`src/rtl/jtm_pkg.sv`:
```
package jtm_pkg;

  typedef enum logic [3:0] {
    OP_RESET    = 4'd0,
    OP_RELEASE  = 4'd1,
    OP_RUN      = 4'd2,
    OP_ENTER_DR = 4'd3,
    OP_ENTER_IR = 4'd4,
    OP_SHIFT    = 4'd5,
    OP_COMMIT   = 4'd6,
    OP_DR_OUT   = 4'd7,
    OP_IR_OUT   = 4'd8
  } jtm_op_e;

  // abstract position of the chain
  typedef enum logic [1:0] {
    PS_RST    = 2'd0,
    PS_COMMIT = 2'd1,
    PS_RUN    = 2'd2,
    PS_DATA   = 2'd3
  } jtm_path_e;

  // command expansion steps, walked in order
  typedef enum logic [2:0] {
    ST_PRE   = 3'd0,
    ST_MAIN  = 3'd1,
    ST_SHIFT = 3'd2,
    ST_POST  = 3'd3,
    ST_FIN   = 3'd4
  } jtm_step_e;

  // three waits of one TCK pulse
  typedef enum logic [1:0] {
    PH_LEAD  = 2'd0,
    PH_HIGH  = 2'd1,
    PH_TRAIL = 2'd2
  } jtm_phase_e;

endpackage

```
`src/rtl/jtm_bitclk.sv`:
```
module jtm_bitclk
  import jtm_pkg::*;
#(
  parameter int WORD_W = 32,
  parameter int CNT_W  = 6,
  parameter int DIV_W  = 8
) (
  input  logic              clk,
  input  logic              rst_n,
  input  logic [DIV_W-1:0]  half_i,
  input  logic              start_i,
  input  logic [CNT_W-1:0]  nbits_i,
  input  logic [WORD_W-1:0] tms_word_i,
  input  logic [WORD_W-1:0] tdi_word_i,
  input  logic              drive_tdi_i,
  input  logic              tdo_i,
  output logic              busy_o,
  output logic              fin_o,
  output logic [WORD_W-1:0] cap_o,
  output logic              tck_o,
  output logic              tms_o,
  output logic              tdi_o
);

  localparam int IDX_W = (WORD_W > 1) ? $clog2(WORD_W) : 1;
  localparam logic [CNT_W:0] WORD_LIM = (CNT_W+1)'(WORD_W);

  logic              act_q, act_d;
  jtm_phase_e        ph_q, ph_d;
  logic [DIV_W-1:0]  div_q, div_d;
  logic [CNT_W-1:0]  idx_q, idx_d, n_q, n_d, idx_nx;
  logic [WORD_W-1:0] tmsw_q, tmsw_d, tdiw_q, tdiw_d, cap_q, cap_d;
  logic              drv_q, drv_d, tck_q, tck_d, tms_q, tms_d, tdi_q, tdi_d;
  logic              fin_q, fin_d;

  function automatic logic bit_at(input logic [WORD_W-1:0] w, input logic [CNT_W-1:0] i);
    if ({1'b0, i} < WORD_LIM) return w[i[IDX_W-1:0]];
    return 1'b0;
  endfunction

  assign idx_nx = idx_q + CNT_W'(1);

  always_comb begin
    act_d  = act_q;  ph_d   = ph_q;   div_d = div_q;  idx_d = idx_q;
    n_d    = n_q;    tmsw_d = tmsw_q; tdiw_d = tdiw_q; drv_d = drv_q;
    cap_d  = cap_q;  tck_d  = tck_q;  tms_d = tms_q;  tdi_d = tdi_q;
    fin_d  = 1'b0;
    if (!act_q) begin
      if (start_i) begin
        act_d  = 1'b1;
        ph_d   = PH_LEAD;
        div_d  = '0;
        idx_d  = '0;
        n_d    = nbits_i;
        tmsw_d = tms_word_i;
        tdiw_d = tdi_word_i;
        drv_d  = drive_tdi_i;
        cap_d  = '0;
        tms_d  = tms_word_i[0];
        if (drive_tdi_i) tdi_d = tdi_word_i[0];
      end
    end else if (div_q != half_i) begin
      div_d = div_q + DIV_W'(1);
    end else begin
      div_d = '0;
      case (ph_q)
        PH_LEAD: begin
          ph_d  = PH_HIGH;
          tck_d = 1'b1;
          if ({1'b0, idx_q} < WORD_LIM) cap_d[idx_q[IDX_W-1:0]] = tdo_i;
        end
        PH_HIGH: begin
          ph_d  = PH_TRAIL;
          tck_d = 1'b0;
        end
        default: begin
          if (idx_q == n_q - CNT_W'(1)) begin
            act_d = 1'b0;
            fin_d = 1'b1;
          end else begin
            idx_d = idx_nx;
            ph_d  = PH_LEAD;
            tms_d = bit_at(tmsw_q, idx_nx);
            if (drv_q) tdi_d = bit_at(tdiw_q, idx_nx);
          end
        end
      endcase
    end
  end

  always_ff @(posedge clk or negedge rst_n) begin
    if (!rst_n) begin
      act_q <= 1'b0; ph_q <= PH_LEAD; div_q <= '0; idx_q <= '0; n_q <= '0;
      tmsw_q <= '0; tdiw_q <= '0; drv_q <= 1'b0; cap_q <= '0;
      tck_q <= 1'b0; tms_q <= 1'b1; tdi_q <= 1'b1; fin_q <= 1'b0;
    end else begin
      act_q <= act_d; ph_q <= ph_d; div_q <= div_d; idx_q <= idx_d; n_q <= n_d;
      tmsw_q <= tmsw_d; tdiw_q <= tdiw_d; drv_q <= drv_d; cap_q <= cap_d;
      tck_q <= tck_d; tms_q <= tms_d; tdi_q <= tdi_d; fin_q <= fin_d;
    end
  end

  assign busy_o = act_q;
  assign fin_o  = fin_q;
  assign cap_o  = cap_q;
  assign tck_o  = tck_q;
  assign tms_o  = tms_q;
  assign tdi_o  = tdi_q;

  AST_PINS_HOLD_WHILE_HIGH: assert property (@(posedge clk) disable iff (!rst_n)
    $past(tck_q) |-> ($stable(tms_q) && $stable(tdi_q)));
  AST_START_WHEN_IDLE: assert property (@(posedge clk) disable iff (!rst_n)
    start_i |-> (!act_q && nbits_i != '0));

endmodule

```
`src/rtl/jtm_seq.sv`:
```
module jtm_seq
  import jtm_pkg::*;
#(
  parameter int WORD_W = 32,
  parameter int CNT_W  = 6
) (
  input  logic              clk,
  input  logic              rst_n,
  input  logic              cmd_valid,
  output logic              cmd_ready,
  input  logic [3:0]        cmd_op,
  input  logic [CNT_W-1:0]  cmd_count,
  input  logic [WORD_W-1:0] cmd_data,
  input  logic              eng_fin,
  input  logic [WORD_W-1:0] eng_cap,
  output logic              eng_start,
  output logic [CNT_W-1:0]  eng_nbits,
  output logic [WORD_W-1:0] eng_tms,
  output logic [WORD_W-1:0] eng_tdi,
  output logic              eng_drive,
  output logic              trst_n_o,
  output logic              done_o,
  output logic [WORD_W-1:0] rdata_o
);

  logic              busy_q, busy_d, wait_q, wait_d, trst_q, trst_d, done_q, done_d;
  jtm_step_e         step_q, step_d;
  jtm_op_e           op_q, op_d;
  jtm_path_e         path_q, path_d, upd_path;
  logic [CNT_W-1:0]  cnt_q, cnt_d;
  logic [WORD_W-1:0] data_q, data_d, rdata_q, rdata_d;
  logic              seg_v, upd_v;

  function automatic jtm_step_e step_next(input jtm_step_e s);
    case (s)
      ST_PRE:   return ST_MAIN;
      ST_MAIN:  return ST_SHIFT;
      ST_SHIFT: return ST_POST;
      default:  return ST_FIN;
    endcase
  endfunction

  function automatic logic wants_commit(input jtm_op_e o);
    return (o == OP_RUN) || (o == OP_ENTER_DR) || (o == OP_ENTER_IR) ||
           (o == OP_COMMIT) || (o == OP_DR_OUT) || (o == OP_IR_OUT);
  endfunction

  // segment decode for the current step
  always_comb begin
    seg_v = 1'b0; eng_nbits = '0; eng_tms = '0; eng_tdi = '0; eng_drive = 1'b0;
    upd_v = 1'b0; upd_path = path_q;
    case (step_q)
      ST_PRE: if (wants_commit(op_q) && path_q == PS_DATA) begin
        seg_v = 1'b1; eng_nbits = CNT_W'(2); eng_tms = WORD_W'(2'b11);
        upd_v = 1'b1; upd_path = PS_COMMIT;
      end
      ST_MAIN: case (op_q)
        OP_RESET: begin
          seg_v = 1'b1; eng_nbits = CNT_W'(7); eng_tms = WORD_W'(5'h1F);
          eng_tdi = '1; eng_drive = 1'b1; upd_v = 1'b1; upd_path = PS_RST;
        end
        OP_RUN: begin
          seg_v = (cnt_q != '0); eng_nbits = cnt_q;
          upd_v = 1'b1; upd_path = PS_RUN;
        end
        OP_ENTER_DR, OP_DR_OUT: begin
          seg_v = 1'b1; eng_nbits = CNT_W'(2); eng_tms = WORD_W'(2'b01);
          upd_v = 1'b1; upd_path = PS_DATA;
        end
        OP_ENTER_IR, OP_IR_OUT: begin
          seg_v = 1'b1; eng_nbits = CNT_W'(3); eng_tms = WORD_W'(3'b011);
          upd_v = 1'b1; upd_path = PS_DATA;
        end
        default: ;
      endcase
      ST_SHIFT: if (op_q == OP_SHIFT || op_q == OP_DR_OUT || op_q == OP_IR_OUT) begin
        seg_v = (cnt_q != '0); eng_nbits = cnt_q; eng_tdi = data_q; eng_drive = 1'b1;
      end
      ST_POST: if (op_q == OP_DR_OUT || op_q == OP_IR_OUT) begin
        seg_v = 1'b1; eng_nbits = CNT_W'(2); eng_tms = WORD_W'(2'b11);
        upd_v = 1'b1; upd_path = PS_COMMIT;
      end
      default: ;
    endcase
  end

  always_comb begin
    busy_d = busy_q; wait_d = wait_q; trst_d = trst_q; done_d = 1'b0;
    step_d = step_q; op_d = op_q; path_d = path_q; cnt_d = cnt_q;
    data_d = data_q; rdata_d = rdata_q; eng_start = 1'b0;
    if (!busy_q) begin
      if (cmd_valid) begin
        busy_d  = 1'b1;
        wait_d  = 1'b0;
        step_d  = ST_PRE;
        op_d    = jtm_op_e'(cmd_op);
        cnt_d   = cmd_count;
        data_d  = cmd_data;
        rdata_d = '0;
        if (cmd_op == OP_RESET)   trst_d = 1'b0;
        if (cmd_op == OP_RELEASE) trst_d = 1'b1;
      end
    end else if (wait_q) begin
      if (eng_fin) begin
        wait_d = 1'b0;
        step_d = step_next(step_q);
        if (step_q == ST_SHIFT) rdata_d = eng_cap;
      end
    end else if (step_q == ST_FIN) begin
      busy_d = 1'b0;
      done_d = 1'b1;
    end else begin
      if (upd_v) path_d = upd_path;
      if (seg_v) begin
        eng_start = 1'b1;
        wait_d    = 1'b1;
      end else begin
        step_d = step_next(step_q);
      end
    end
  end

  always_ff @(posedge clk or negedge rst_n) begin
    if (!rst_n) begin
      busy_q <= 1'b0; wait_q <= 1'b0; trst_q <= 1'b0; done_q <= 1'b0;
      step_q <= ST_PRE; op_q <= OP_RESET; path_q <= PS_RST; cnt_q <= '0;
      data_q <= '0; rdata_q <= '0;
    end else begin
      busy_q <= busy_d; wait_q <= wait_d; trst_q <= trst_d; done_q <= done_d;
      step_q <= step_d; op_q <= op_d; path_q <= path_d; cnt_q <= cnt_d;
      data_q <= data_d; rdata_q <= rdata_d;
    end
  end

  assign cmd_ready = !busy_q;
  assign trst_n_o  = trst_q;
  assign done_o    = done_q;
  assign rdata_o   = rdata_q;

  AST_DONE_ONE_CYCLE: assert property (@(posedge clk) disable iff (!rst_n)
    done_q |=> !done_q);
  AST_RESET_PULLS_TRST: assert property (@(posedge clk) disable iff (!rst_n)
    (cmd_valid && !busy_q && cmd_op == OP_RESET) |=> !trst_q);
  AST_FIN_NOT_WHILE_IDLE: assert property (@(posedge clk) disable iff (!rst_n)
    eng_fin |-> (busy_q && wait_q));

endmodule

```
`src/rtl/jtm_engine.sv`:
```
module jtm_engine
  import jtm_pkg::*;
#(
  parameter int WORD_W = 32,
  parameter int CNT_W  = 6,
  parameter int DIV_W  = 8
) (
  input  logic              clk,
  input  logic              rst_n,
  input  logic [DIV_W-1:0]  half_period,
  input  logic              cmd_valid,
  output logic              cmd_ready,
  input  logic [3:0]        cmd_op,
  input  logic [CNT_W-1:0]  cmd_count,
  input  logic [WORD_W-1:0] cmd_data,
  output logic              done,
  output logic [WORD_W-1:0] rdata,
  output logic              tck,
  output logic              tms,
  output logic              tdi,
  output logic              trst_n,
  input  logic              tdo
);

  logic [1:0]        rsync_q;
  logic              rst_s_n;
  logic              eng_start, eng_busy, eng_fin, eng_drive;
  logic [CNT_W-1:0]  eng_nbits;
  logic [WORD_W-1:0] eng_tms, eng_tdi, eng_cap;

  // asynchronous assertion, synchronous release
  always_ff @(posedge clk or negedge rst_n) begin
    if (!rst_n) rsync_q <= 2'b00;
    else        rsync_q <= {rsync_q[0], 1'b1};
  end
  assign rst_s_n = rsync_q[1];

  jtm_seq #(.WORD_W(WORD_W), .CNT_W(CNT_W)) seq_i (
    .clk(clk), .rst_n(rst_s_n),
    .cmd_valid(cmd_valid), .cmd_ready(cmd_ready), .cmd_op(cmd_op),
    .cmd_count(cmd_count), .cmd_data(cmd_data),
    .eng_fin(eng_fin), .eng_cap(eng_cap), .eng_start(eng_start),
    .eng_nbits(eng_nbits), .eng_tms(eng_tms), .eng_tdi(eng_tdi), .eng_drive(eng_drive),
    .trst_n_o(trst_n), .done_o(done), .rdata_o(rdata)
  );

  jtm_bitclk #(.WORD_W(WORD_W), .CNT_W(CNT_W), .DIV_W(DIV_W)) clk_i (
    .clk(clk), .rst_n(rst_s_n), .half_i(half_period),
    .start_i(eng_start), .nbits_i(eng_nbits), .tms_word_i(eng_tms),
    .tdi_word_i(eng_tdi), .drive_tdi_i(eng_drive), .tdo_i(tdo),
    .busy_o(eng_busy), .fin_o(eng_fin), .cap_o(eng_cap),
    .tck_o(tck), .tms_o(tms), .tdi_o(tdi)
  );

  AST_TCK_LOW_WHEN_IDLE: assert property (@(posedge clk) disable iff (!rst_s_n)
    cmd_ready |-> !tck);
  AST_ENGINE_ONLY_WHEN_BUSY: assert property (@(posedge clk) disable iff (!rst_s_n)
    eng_busy |-> !cmd_ready);

endmodule

```
`config.mk`:
```
export PLATFORM = sky130hd
export DESIGN_NAME = jtm_engine
export DESIGN_NICKNAME = d
export VERILOG_FILES = /design/src/rtl/jtm_pkg.sv /design/src/rtl/jtm_bitclk.sv /design/src/rtl/jtm_seq.sv /design/src/rtl/jtm_engine.sv
export SDC_FILE = /design/constraint.sdc
export NUM_CORES = 1
export LEC_CHECK = 0
export ABC_CLOCK_PERIOD_IN_PS = 7300
export BUFFER_PORTS_ARGS = -buffer_cell sky130_fd_sc_hd__buf_4
export CORE_MARGIN = 2
export CORE_UTILIZATION = 55
export CTS_CLUSTER_DIAMETER = 120
export DETAILED_ROUTE_END_ITERATION = 7
export GPL_ROUTABILITY_DRIVEN = 0
export GPL_TIMING_DRIVEN = 0
export PLACE_DENSITY = 0.75
export SETUP_SLACK_MARGIN = 0.15
export SYNTH_ARGS = -nofsm -noshare
export SYNTH_HDL_FRONTEND = slang
export SYNTH_SLANG_ARGS = --single-unit
```
`constraint.sdc`:
```
create_clock -name clk -period 7.3 [get_ports clk]
set_input_delay 0 -clock clk [delete_from_list [all_inputs] [get_ports clk]]
set_output_delay 0 -clock clk [all_outputs]
set_load 0.05 [all_outputs]
```
# Word level (Yosys, flattened, before mapping)
# Cells that the tools add are included.
[word_totals]
reg_bits = 209
inputBits = 54
[classes]
reduce_logical = 39
n_mux = 116
n_bitwise = 5
n_addsub = 3
order_cmp = 5
n_eq_ne = 32
[ops]
columns = ["op", "n"]
rows = [
  ["$mux W32", 12],
  ["$pmux W32 S3", 1],
  ["$pmux W32 S2", 1],
  ["$mux W1", 61],
  ["$pmux W6 S4", 2],
  ["$mux W6", 6],
  ["$bwmux W32", 1],
  ["$mux W8", 3],
  ["$mux W2", 10],
  ["$mux W3", 6],
  ["$ne A2 B2 Y1 const B", 9],
  ["$eq A4 B3 Y1 const B", 4],
  ["$reduce_and A4 Y1", 4],
  ["$pmux W5 S3", 1],
  ["$lt A5 B6 Y1 const B", 2],
  ["$lt A6 B6 Y1 const B", 2],
  ["$pmux W2 S3", 2],
  ["$bmux W1 S5", 2],
  ["$reduce_bool A2 Y1", 5],
  ["$ne A3 B3 Y1 const B", 3],
  ["$pmux W3 S3", 1],
  ["$reduce_and A3 Y1", 3],
  ["$add A8 B1 Y8 const B", 1],
  ["$eq A4 B2 Y1 const B", 2],
  ["36 further kinds", 56],
]

# Longest topological paths before layout
# Gate-level depths: netlist of the first run.
[depth]
ltp_word = 15
mapped_depth = 11
mapped_depth_nobuf = 8

# Cells and area by module
# Synthesis of the first run repeated with hierarchy kept, for this count alone.
[unflattened]
hier_cells = 1050
hier_area_um2 = 10565.1
[by_module_without_submodules]
columns = ["mod", "cells_each", "n_inst", "area_per_inst_um2", "seq_area_each_um2"]
rows = [
  ["jtm_bitclk", 569, 1, 6378.6, 3105.5],
  ["jtm_seq", 478, 1, 4132.7, 2077.0],
  ["jtm_engine", 3, 1, 53.8, 50.0],
]

# Worst setup path before layout of the first run
# Ideal clock, no wire load.
[synth_path]
path_type = "register -> register"
start = "reg clk_i.idx_q[0]"
end = "reg clk_i.tdi_q, in the netlist clk_i.tdi_o"
stages_incl_launch_ff = 11
path_slack_ns = 4.627
t_arrival_ns = 2.596
n_path_buf = 4
cell_sequence = "dfrtp_1 -> buf_2 -> clkbuf_1 -> inv_1 -> ha_1 -> clkbuf_1 -> clkbuf_1 -> mux2i_1 -> a2111oi_0 -> nand4_1 -> a31oi_1"
[synth_via]
elab_chain_cells = 14
[synth_rtl]
columns = ["element", "line_no", "source"]
rows = [
  ["start, declared", "jtm_bitclk.sv:31", "logic [CNT_W-1:0] idx_q, idx_d, n_q, n_d, idx_nx;"],
  ["start signal, assigned", "jtm_bitclk.sv:97", "act_q <= act_d; ph_q <= ph_d; div_q <= div_d; idx_q <= idx_d; n_q <= n_d;"],
  ["$add A6 B1 Y6", "jtm_bitclk.sv:41", "assign idx_nx = idx_q + CNT_W'(1);"],
  ["$lt A6 B6 Y1", "jtm_bitclk.sv:37", "if ({1'b0, i} < WORD_LIM) return w[i[IDX_W-1:0]];"],
  ["$mux W1", "jtm_bitclk.sv:37", ""],
  ["$mux W1", "jtm_bitclk.sv:84", "if (drv_q) tdi_d = bit_at(tdiw_q, idx_nx);"],
  ["$mux W1", "jtm_bitclk.sv:77", "if (idx_q == n_q - CNT_W'(1)) begin"],
  ["$mux W1", "jtm_bitclk.sv:66", "case (ph_q)"],
  ["$mux W1", "jtm_bitclk.sv:62", "end else if (div_q != half_i) begin"],
  ["$mux W1", "jtm_bitclk.sv:48", "if (!act_q) begin"],
  ["$mux W1", "jtm_bitclk.sv:38", "return 1'b0;"],
  ["$mux W1", "jtm_bitclk.sv:84", ""],
  ["$mux W1", "jtm_bitclk.sv:77", ""],
  ["$mux W1", "jtm_bitclk.sv:66", ""],
  ["$mux W1", "jtm_bitclk.sv:62", ""],
  ["$mux W1", "jtm_bitclk.sv:48", ""],
  ["end signal, assigned", "jtm_bitclk.sv:99", "tck_q <= tck_d; tms_q <= tms_d; tdi_q <= tdi_d; fin_q <= fin_d;"],
  ["end, declared", "jtm_bitclk.sv:33", "logic drv_q, drv_d, tck_q, tck_d, tms_q, tms_d, tdi_q, tdi_d;"],
]
# Several ways; a longest one is shown, not always the timed one. The select of a mux whose other input is x is not followed.
# A chain may end at the register's enable or synchronous reset.

# Worst setup path after layout of the first run
# Ends and elaborated chain as after synthesis.

==> results of run 1 <==
## area by class of cell
| class | count | area, um^2 |
|---|---|---|
| multi-input cells | 711 | 3930 |
| flip-flops and latches | 180 | 4510 |
| plain buffers | 72 | 292 |
| fillers | 1269 | 4850 |
| repair buffers | 139 | 1220 |
| clock inverters | 11 | 149 |
| clock buffers | 21 | 480 |
| well taps | 216 | 270 |
| inverters | 51 | 191 |
## per-layer routing
metal	routed length (um)	GRT usage, %	vias to the layer above
met5	0	0	-
met4	450	9.18	0
met3	1010	3.97	38
met2	11100	46.2	225
met1	9750	35.2	3706
li1	-	-	3788
## power by group
| group | leakage [nW] | switching (mW) | total (mW) | internal (mW) |
|---|---|---|---|---|
| Sequential | 2.36 | 0.139 | 1.32 | 1.18 |
| Clock | 0.302 | 0.388 | 0.964 | 0.576 |
| Combinational | 2.22 | 0.559 | 0.886 | 0.327 |
## tightest hold or removal path: stages
cell,delay [ns]
buf_4,0.11
inv_1,0.08
nor2_1,0.10
nand3_1,0.07
o21ai_0,0.07
## cells in the mapped netlist, types with 6 or more instances
| cell | n |
|---|---|
| mux2_2 | 7 |
| buf_1 | 8 |
| a211oi_1 | 6 |
| nand2_1 | 274 |
| nor4_1 | 6 |
| nor2_1 | 62 |
| a22oi_1 | 11 |
| xnor2_1 | 10 |
| clkbuf_1 | 52 |
| nor3_1 | 11 |
| inv_1 | 50 |
| o22ai_1 | 36 |
| a22o_1 | 7 |
| dfrtp_1 | 178 |
| buf_2 | 11 |
| xor2_1 | 13 |
| o21ai_0 | 59 |
| mux4_2 | 6 |
| mux2i_1 | 10 |
| ha_1 | 6 |
| a21oi_1 | 53 |
| o31ai_1 | 36 |
| nor3b_1 | 8 |
| nand3_1 | 14 |
## registers in the layout, indices dropped and copies added (netlist names), 4 cells and up
signal and flops:
clk_i.cap_o 32, clk_i.tdiw_q 32, seq_i.data_q 32, seq_i.rdata_o 32
clk_i.div_q 8, clk_i.idx_q 6, clk_i.n_q 6, seq_i.cnt_q 6
seq_i.op_q 4
## cells by family (layout without fill, tap and decap cells)
family | count (synthesis) | after routing | share of synthesized area [%]
and+or+nand+nor | 414 | 414 | 19.8
xor gates and xnor gates | 24 | 24 | 2.51
AOI/OAI and AO/OA | 241 | 241 | 17.0
DFF | 180 | 180 | 50.5
muxes | 25 | 25 | 3.86
buffers and inverters | 123 | 294 | 5.41
adders and majority gates | 6 | 6 | 0.842
other | 1 | 1 | 0.0420
## per-stage QoR
stage | setup WS, ns | util, % | area (um^2) | std cells | hold WS [ns]
floorplan | 1.92 | - | 8920 | 1014 | -0.296
global route | 3.55 | 69.5 | 11000 | 1401 | 0.0958
CTS | 3.91 | 69.5 | 11000 | 1401 | 0.0234
detailed placement | 3.96 | 62.7 | 9960 | 1324 | -0.216
finish | 3.85 | 69.5 | 11000 | 1401 | 0.0448
global placement | 0.0646 | 62.2 | 9870 | 1321 | -0.216
## worst min path at each step
stage / from / end / cells after the start
after floorplan: rst_n / rsync_q[0]$_DFF_PN0_ / 0
after global placement: rst_n / rsync_q[0]$_DFF_PN0_ / 1
after detailed placement: rst_n / rsync_q[0]$_DFF_PN0_ / 1
after CTS: tdo / clk_i.cap_o[15]$_DFFE_PN0P_ / 5
after global routing: tdo / clk_i.cap_o[15]$_DFFE_PN0P_ / 5
final: tdo / clk_i.cap_o[15]$_DFFE_PN0P_ / 5
==> out/metrics.csv, run 1 <==
metric,value,unit
crit path from,clk_i.idx_q[0]$_DFFE_PN0P_,
Core Rows,46,
most frequent cells in the layout,"nand2_1, dfrtp_1, buf_4, nor2_1, o21ai_0",
synth-to-layout area growth,23.8,%
via count,7757,
CP top delay family,buffers and inverters,
Num CTS Buffers,17,
crit path capture,clk_i.tdi_o$_DFFE_PN1P_,
status,completed,
WP data required,7.66,ns
largest area contributor in the netlist,dfrtp_1,
largest stage delay on the critical path,0.50,ns
Cells after Synth,1014,
Worst-Skew Late Latency,0.43,ns
clock buffer depth,2,
post-CTS setup buffers,0,
count of cell types in the netlist,61,
largest net degree at the start of global routing,62,
first-pass GRT wire length,37.8,mm
RSZ-0062 raised after global routing,no,
initial core utilization,56.2,%
Total GRT Usage,26.9,%
DRC errors left,0,
Max-slew headroom,8.92,%
dpl hpwl,15.4,mm
global route overflow,0,
syn avg cell area,8.80,um^2
worst-case reg-to-reg path depth,10,
area share of the largest cell type after synthesis,49.9,%
die area,0.0173,mm^2
hold crit path type,in2reg,
I/O pin count,92,
Port Buffers,91,
max cap viols,0,
Leak,4.88,nW
drt wl/cell,15.9,um
RR Startpoint,clk_i.idx_q[0]$_DFFE_PN0P_,
CP dominant cell by count,clkbuf_1,
post-CTS resize count,0,
Die Ht,131,um
Max Slew Vio Count,0,
PwrDens,287,mW/mm^2
Finish-stage setup viols,0,
CP endpoint kind,flip-flop,
post-route clock period utilization,47.3,%
post-synthesis sequential area ratio,50.5,%
layout cells sized above 1,13.8,%
Core ar.,0.0159,mm^2
FMAX,290,MHz
CP cell instances,buf_2 -> clkbuf_1 -> inv_1 -> ha_1 -> clkbuf_1 -> clkbuf_1 -> mux2i_1 -> a2111oi_0 -> nand4_1 -> a31oi_1,
FF-to-FF End,clk_i.tdi_o$_DFFE_PN1P_,
initial DRC count,775,
drt pass-1 iters,5,
Die Wd,131,um
YS warnings,0,
Final #Nets,1232,
Vias/cell,5.54,
maximum VDD drop,0.202,mV
vias in the first global route,7686,
ys flop type,dfrtp_1,
Crit Path Max Fanout,10,
syn_nets,1074,
Netlist Area Pre-Place,0.00892,mm^2
clk sinks,180,
Clock transition at path regs,0.07,ns
synth top area cells,"dfrtp_1, nand2_1, o21ai_0",
initial antenna violation count,0,
Clock Tree Root,clkbuf_16,
Post-DRT Antenna Nets,0,
Final Hold Viols,0,
Fin Setup TNS,0,ns
register bit total from synthesis,180,
CTS tree,done,
CP startpoint kind,flip-flop,
n_diodes,0,
clock skew,0.00572,ns
htree depth,4,
Worst path depth,10,
CP Buf/Inv Count,5,
FF-to-FF setup slack,3.85,ns
worst-margin pin slew,1.36,ns
crit path DAT,3.81,ns
"EDFF count, synth",0,
final wirelength,22.3,mm
Power Total,3.17,mW
asr flop ratio synth,100,%
"Hold-fix buffers, CTS",45,
CP max-delay cell,dfrtp_1,
WS Path Type,reg2reg,
Final min period,3.45,ns
"commonest non-fill, non-tap cell in the layout",nand2_1,
Note: power is estimated with default switching activity, not from simulation.
==> run 2, diff against run 1 <==
--- a/config.mk
+++ b/config.mk
@@ -5,15 +5,15 @@
 export SDC_FILE = /design/constraint.sdc
 export NUM_CORES = 1
 export LEC_CHECK = 0
-export ABC_CLOCK_PERIOD_IN_PS = 7300
+export ABC_CLOCK_PERIOD_IN_PS = 2800
 export BUFFER_PORTS_ARGS = -buffer_cell sky130_fd_sc_hd__buf_4
 export CORE_MARGIN = 2
-export CORE_UTILIZATION = 55
+export CORE_UTILIZATION = 54
 export CTS_CLUSTER_DIAMETER = 120
 export DETAILED_ROUTE_END_ITERATION = 7
 export GPL_ROUTABILITY_DRIVEN = 0
 export GPL_TIMING_DRIVEN = 0
-export PLACE_DENSITY = 0.75
+export PLACE_DENSITY = 0.77
 export SETUP_SLACK_MARGIN = 0.15
 export SYNTH_ARGS = -nofsm -noshare
 export SYNTH_HDL_FRONTEND = slang
==> constraint.sdc (replaced) <==
create_clock -name clk -period 2.8 [get_ports clk]
set_input_delay 0 -clock clk [delete_from_list [all_inputs] [get_ports clk]]
set_output_delay 0 -clock clk [all_outputs]
set_load 0.05 [all_outputs]
==> run 2 against run 1 <==
  * Sequential power grew to 2.6 times the previous value
  * Via count rose by 1.5%
  * Register-to-register slack got worse by 3.6 ns
  * Clock skew up 0.0014 ns
  * Combinational power grew to 2.7 times the previous value
  * Largest cell class unchanged
==> out/metrics.csv, run 2 (synthesis results as in run 1) <==
metric,value,unit
CP dominant cell by count,buf_2,
synth-to-layout area growth,25.3,%
Final #Nets,1238,
CP startpoint kind,flip-flop,
CP top delay family,simple AND/OR/NAND/NOR gates,
Final Hold Viols,0,
Clock Tree Root,clkbuf_16,
dpl hpwl,15.2,mm
CP max-delay cell,or4b_4,
Crit Path Max Fanout,10,
via count,7875,
initial core utilization,55.7,%
largest stage delay on the critical path,0.54,ns
Post-DRT Antenna Nets,0,
crit path DAT,2.89,ns
clock skew,0.00715,ns
Max Slew Vio Count,0,
initial antenna violation count,0,
first-pass GRT wire length,37.3,mm
post-route clock period utilization,91.6,%
Layout fillers,1260,
global route overflow,0,
n_diodes,0,
FF-to-FF End,clk_i.tdiw_q[11]$_DFFE_PN0P_,
status,completed,
final wirelength,22.3,mm
largest net degree at the start of global routing,68,
RR Startpoint,seq_i.op_q[1]$_DFFE_PN0P_,
CP cell instances,buf_2 -> or4b_4 -> a31oi_2 -> and2_2 -> o31ai_2 -> clkbuf_4 -> buf_2 -> o31ai_1,
Max-slew headroom,51.5,%
PwrDens,743,mW/mm^2
Total GRT Usage,26.1,%
Clock transition at path regs,0.07,ns
drt pass-1 iters,5,
FMAX,390,MHz
drt wl/cell,15.8,um
worst-case reg-to-reg path depth,8,
crit path capture,clk_i.tdiw_q[11]$_DFFE_PN0P_,
I/O pin count,92,
FF-to-FF setup slack,0.24,ns
CP endpoint kind,flip-flop,
Power Total,8.30,mW
htree depth,4,
crit path from,seq_i.op_q[1]$_DFFE_PN0P_,
hold crit path type,in2reg,
Final min period,2.56,ns
CTS tree,done,
max cap viols,0,
RSZ-0062 raised after global routing,yes,
Core ar.,0.0160,mm^2
DRC errors left,0,
Die Ht,133,um
worst-margin pin slew,0.709,ns
die area,0.0176,mm^2
Worst-Skew Late Latency,0.44,ns
Vias/cell,5.60,
vias in the first global route,7634,
WP data required,3.13,ns
Worst path depth,8,
Core Rows,46,
initial DRC count,754,
Leak,4.96,nW
Finish-stage setup viols,0,
"commonest non-fill, non-tap cell in the layout",nand2_1,
CP Buf/Inv Count,3,
WS Path Type,reg2reg,
Fin Setup TNS,0,ns
Die Wd,133,um
Seq. cell area,0.00451,mm^2
Multi-input gate area,0.00400,mm^2
Num CTS Buffers,17,
clk sinks,180,
Port Buffers,91,
maximum VDD drop,0.507,mV
clock buffer depth,2,
layout cells sized above 1,16.0,%
most frequent cells in the layout,"nand2_1, dfrtp_1, buf_4, nor2_1, o21ai_0",
## run 2: cell count changes in the layout (fill, tap and decap cells not counted), sizes merged
| cell | change |
|---|---|
| buf | +2 |
| clkbuf | +5 |
| clkinvlp | -1 |
## run 2: what timing repair did
item                                    in CTS  in global routing
pin swaps                                    0                  3
endpoints found under the setup margin      78                 81
hold buffers                                45                  0
endpoints found under the hold margin       46                  0
buffers inserted                             0                  7
resized for setup                           16                 28
## run 2: tightest hold or removal path, stage by stage
cell,delay (ns)
buf_4,0.10
inv_1,0.09
nor2_2,0.08
nand3_1,0.06
o21ai_0,0.06
## run 2: stage by stage
stage               worst slack (ns)  utilization, %  hold WS [ns]  instances  cell area [um^2]
floorplan                      0.224               -        -0.296       1014              8920
global placement              -0.532            61.7        -0.217       1321              9880
detailed placement            -0.560            62.1        -0.217       1323              9930
CTS                            0.165            69.1        0.0142       1400             11100
global route                   0.122            69.9        0.0654       1407             11200
finish                         0.236            69.9       0.00787       1407             11200
## run 2: layout make-up
class	count	area share [%]
multi-input cells	711	35.8
plain buffers	72	3.08
repair buffers	145	11.1
clock buffers	22	4.24
well taps	216	2.42
flip-flops and latches	180	40.4
clock inverters	10	1.32
inverters	51	1.71
## run 2: how the worst min path moves through the flow
stage	depth (start not counted)	endpoint	start	slack (ns)
3_5_place_dp	1	rsync_q[0]$_DFF_PN0_	rst_n	-0.22
3_3_place_gp	1	rsync_q[0]$_DFF_PN0_	rst_n	-0.22
5_1_grt	5	clk_i.cap_o[15]$_DFFE_PN0P_	tdo	0.07
6_report	5	clk_i.cap_o[15]$_DFFE_PN0P_	tdo	0.008
2_1_floorplan	0	rsync_q[0]$_DFF_PN0_	rst_n	-0.30
4_1_cts	5	clk_i.cap_o[15]$_DFFE_PN0P_	tdo	0.01
## run 2: per-layer routing
layer / GRT usage (%) / vias up / share of wire (%)
li1: - / 3794 / -
met1: 34.9 / 3800 / 45
met2: 43.9 / 244 / 49
met3: 4.21 / 37 / 4.7
met4: 8.30 / 0 / 1.7
met5: 0 / - / 0
## run 2: report_power, final
| part | total, mW | internal (mW) | switching [mW] |
|---|---|---|---|
| Sequential | 3.44 | 3.07 | 0.371 |
| Clock | 2.50 | 1.48 | 1.02 |
| Combinational | 2.36 | 0.871 | 1.49 |
==> run 3, diff against run 2 <==
--- a/config.mk
+++ b/config.mk
@@ -6,14 +6,14 @@
 export NUM_CORES = 1
 export LEC_CHECK = 0
 export ABC_CLOCK_PERIOD_IN_PS = 2800
-export BUFFER_PORTS_ARGS = -buffer_cell sky130_fd_sc_hd__buf_4
 export CORE_MARGIN = 2
-export CORE_UTILIZATION = 54
+export CORE_UTILIZATION = 55
 export CTS_CLUSTER_DIAMETER = 120
 export DETAILED_ROUTE_END_ITERATION = 7
+export DONT_BUFFER_PORTS = 1
 export GPL_ROUTABILITY_DRIVEN = 0
 export GPL_TIMING_DRIVEN = 0
-export PLACE_DENSITY = 0.77
+export PLACE_DENSITY = 0.73
 export SETUP_SLACK_MARGIN = 0.15
 export SYNTH_ARGS = -nofsm -noshare
 export SYNTH_HDL_FRONTEND = slang
==> run 3 against run 2 <==
  * Maximum frequency up 0.37%
  * Via count is 5.1% lower
  * Count of clock-buffer cells in the layout fell by 3
  * Wire length shrank 1.9%
  * Largest power group unchanged
  * Sequential cell count stayed put
  * Final cell count shrank 6.5%
  * Total power shrank 2.9%
  * Clock skew about the same
==> out/metrics.csv, run 3 (synthesis results as in run 1) <==
metric,value,unit
Crit Path Max Fanout,10,
Worst-Skew Late Latency,0.43,ns
htree depth,4,
Worst path depth,8,
Vias/cell,5.68,
CP Buf/Inv Count,3,
WP data required,3.12,ns
met3 WL,1.05,mm
FMAX,391,MHz
top sig layer,met4,
die area,0.0173,mm^2
Worst Min Path Start,cmd_valid,
WS Path Type,reg2reg,
worst-case reg-to-reg path depth,8,
RR Startpoint,seq_i.op_q[1]$_DFFE_PN0P_,
status,completed,
most frequent cells in the layout,"nand2_1, dfrtp_1, nor2_1, o21ai_0, a21oi_1",
CP dominant cell by count,buf_2,
clock skew,0.00702,ns
Num CTS Buffers,17,
Core ar.,0.0159,mm^2
I/O pin count,92,
Finished Layout Cells,1315,
PwrDens,771,mW/mm^2
initial DRC count,597,
FF-to-FF setup slack,0.25,ns
max cap viols,0,
CP max-delay cell,or4b_4,
clock buffer depth,2,
crit path from,seq_i.op_q[1]$_DFFE_PN0P_,
CP top delay family,simple AND/OR/NAND/NOR gates,
initial antenna violation count,0,
final worst slack,0.246,ns
final wirelength,21.9,mm
CTS tree,done,
Total GRT Usage,25.8,%
dpl hpwl,14.8,mm
CP startpoint kind,flip-flop,
"commonest non-fill, non-tap cell in the layout",nand2_1,
drt pass-1 iters,5,
maximum VDD drop,0.595,mV
clk sinks,180,
layout cells sized above 1,8.64,%
Placed Cells incl. Taps,1232,
worst-margin pin slew,0.783,ns
vias in the first global route,7179,
Leak,4.49,nW
Clock transition at path regs,0.07,ns
synth-to-layout area growth,17.2,%
Die Ht,131,um
CP endpoint kind,flip-flop,
initial core utilization,56.2,%
first-pass GRT wire length,36.1,mm
n_diodes,0,
Die Wd,131,um
pre-CTS setup slack,-0.459,ns
Post-DRT Antenna Nets,0,
FF-to-FF End,clk_i.tdiw_q[11]$_DFFE_PN0P_,
via count,7471,
Final #Nets,1146,
largest net degree at the start of global routing,72,
Port Buffers,0,
RSZ-0062 raised after global routing,no,
Clock Tree Root,clkbuf_16,
largest stage delay on the critical path,0.57,ns
Core Rows,46,
global route overflow,0,
Final min period,2.55,ns
crit path DAT,2.87,ns
metal1 wirelength,9.84,mm
hold crit path type,in2reg,
met2 wire len,10.6,mm
crit path capture,clk_i.tdiw_q[11]$_DFFE_PN0P_,
Max-slew headroom,46.4,%
DRC errors left,0,
Max Slew Vio Count,0,
Final Hold Viols,0,
CP cell instances,buf_2 -> or4b_4 -> a31oi_4 -> and2_2 -> o31ai_2 -> buf_2 -> buf_2 -> o31ai_1,
Layout fillers,1289,
post-route clock period utilization,91.2,%
Finish-stage setup viols,0,
drt wl/cell,16.6,um
run 3: worst min-delay path by stage:
stage,end,slack (ns),depth (start not counted)
final,seq_i.step_q[0]$_DFFE_PN0P_,0.14,4
after global routing,seq_i.step_q[0]$_DFFE_PN0P_,0.14,4
after CTS,seq_i.step_q[0]$_DFFE_PN0P_,0.09,4
after detailed placement,rsync_q[0]$_DFF_PN0_,-0.30,0
after global placement,rsync_q[0]$_DFF_PN0_,-0.30,0
after floorplan,rsync_q[0]$_DFF_PN0_,-0.30,0
run 3: cell type report:
cell class | instances | area [um^2] | share of cell area (%)
Sequential cell | 180 | 4510 | 43.2
Multi-Input combinational cell | 711 | 4000 | 38.3
Timing Repair Buffer | 53 | 553 | 5.29
Clock buffer | 19 | 443 | 4.24
Buffer | 72 | 327 | 3.12
Tap cell | 216 | 270 | 2.58
Inverter | 51 | 191 | 1.83
Clock inverter | 13 | 158 | 1.51
run 3: where the power goes:
group	leakage (nW)	total, mW	internal (mW)	switching, mW
clock network	0.297	2.43	1.43	1.01
logic	1.83	1.90	0.728	1.17
registers	2.36	3.73	3.07	0.665
run 3: per-stage QoR:
| step | hold WS (ns) | setup TNS (ns) | cell area [um^2] | util, % | total power [mW] |
|---|---|---|---|---|---|
| after floorplan | -0.296 | 0 | 8920 | - | 5.03 |
| after global placement | -0.296 | -2.91 | 9200 | 57.9 | 5.44 |
| after detailed placement | -0.296 | -4.69 | 9250 | 58.2 | 5.50 |
| after CTS | 0.0949 | 0 | 10400 | 65.2 | 8.01 |
| after global routing | 0.142 | 0 | 10500 | 65.8 | 8.51 |
| final | 0.140 | 0 | 10500 | 65.8 | 8.06 |
run 3: repair_timing:
item	4_1_cts	5_1_grt
pin swaps	0	3
resized for setup	15	22
hold buffers	46	0
endpoints found under the hold margin	50	0
buffers inserted	0	5
setup endpoints to repair	78	87
run 3: worst min-delay path, cell delays in order:
cell	delay, ns
nor2b_1	0.14
a21oi_1	0.10
nor2_1	0.13
mux2_2	0.16
run 3: routing by layer:
| layer | GRT usage (%) | up-vias |
|---|---|---|
| li1 | - | 3607 |
| met4 | 8.51 | 0 |
| met3 | 5.25 | 29 |
| met2 | 42.2 | 233 |
| met5 | 0 | - |
| met1 | 34.8 | 3602 |
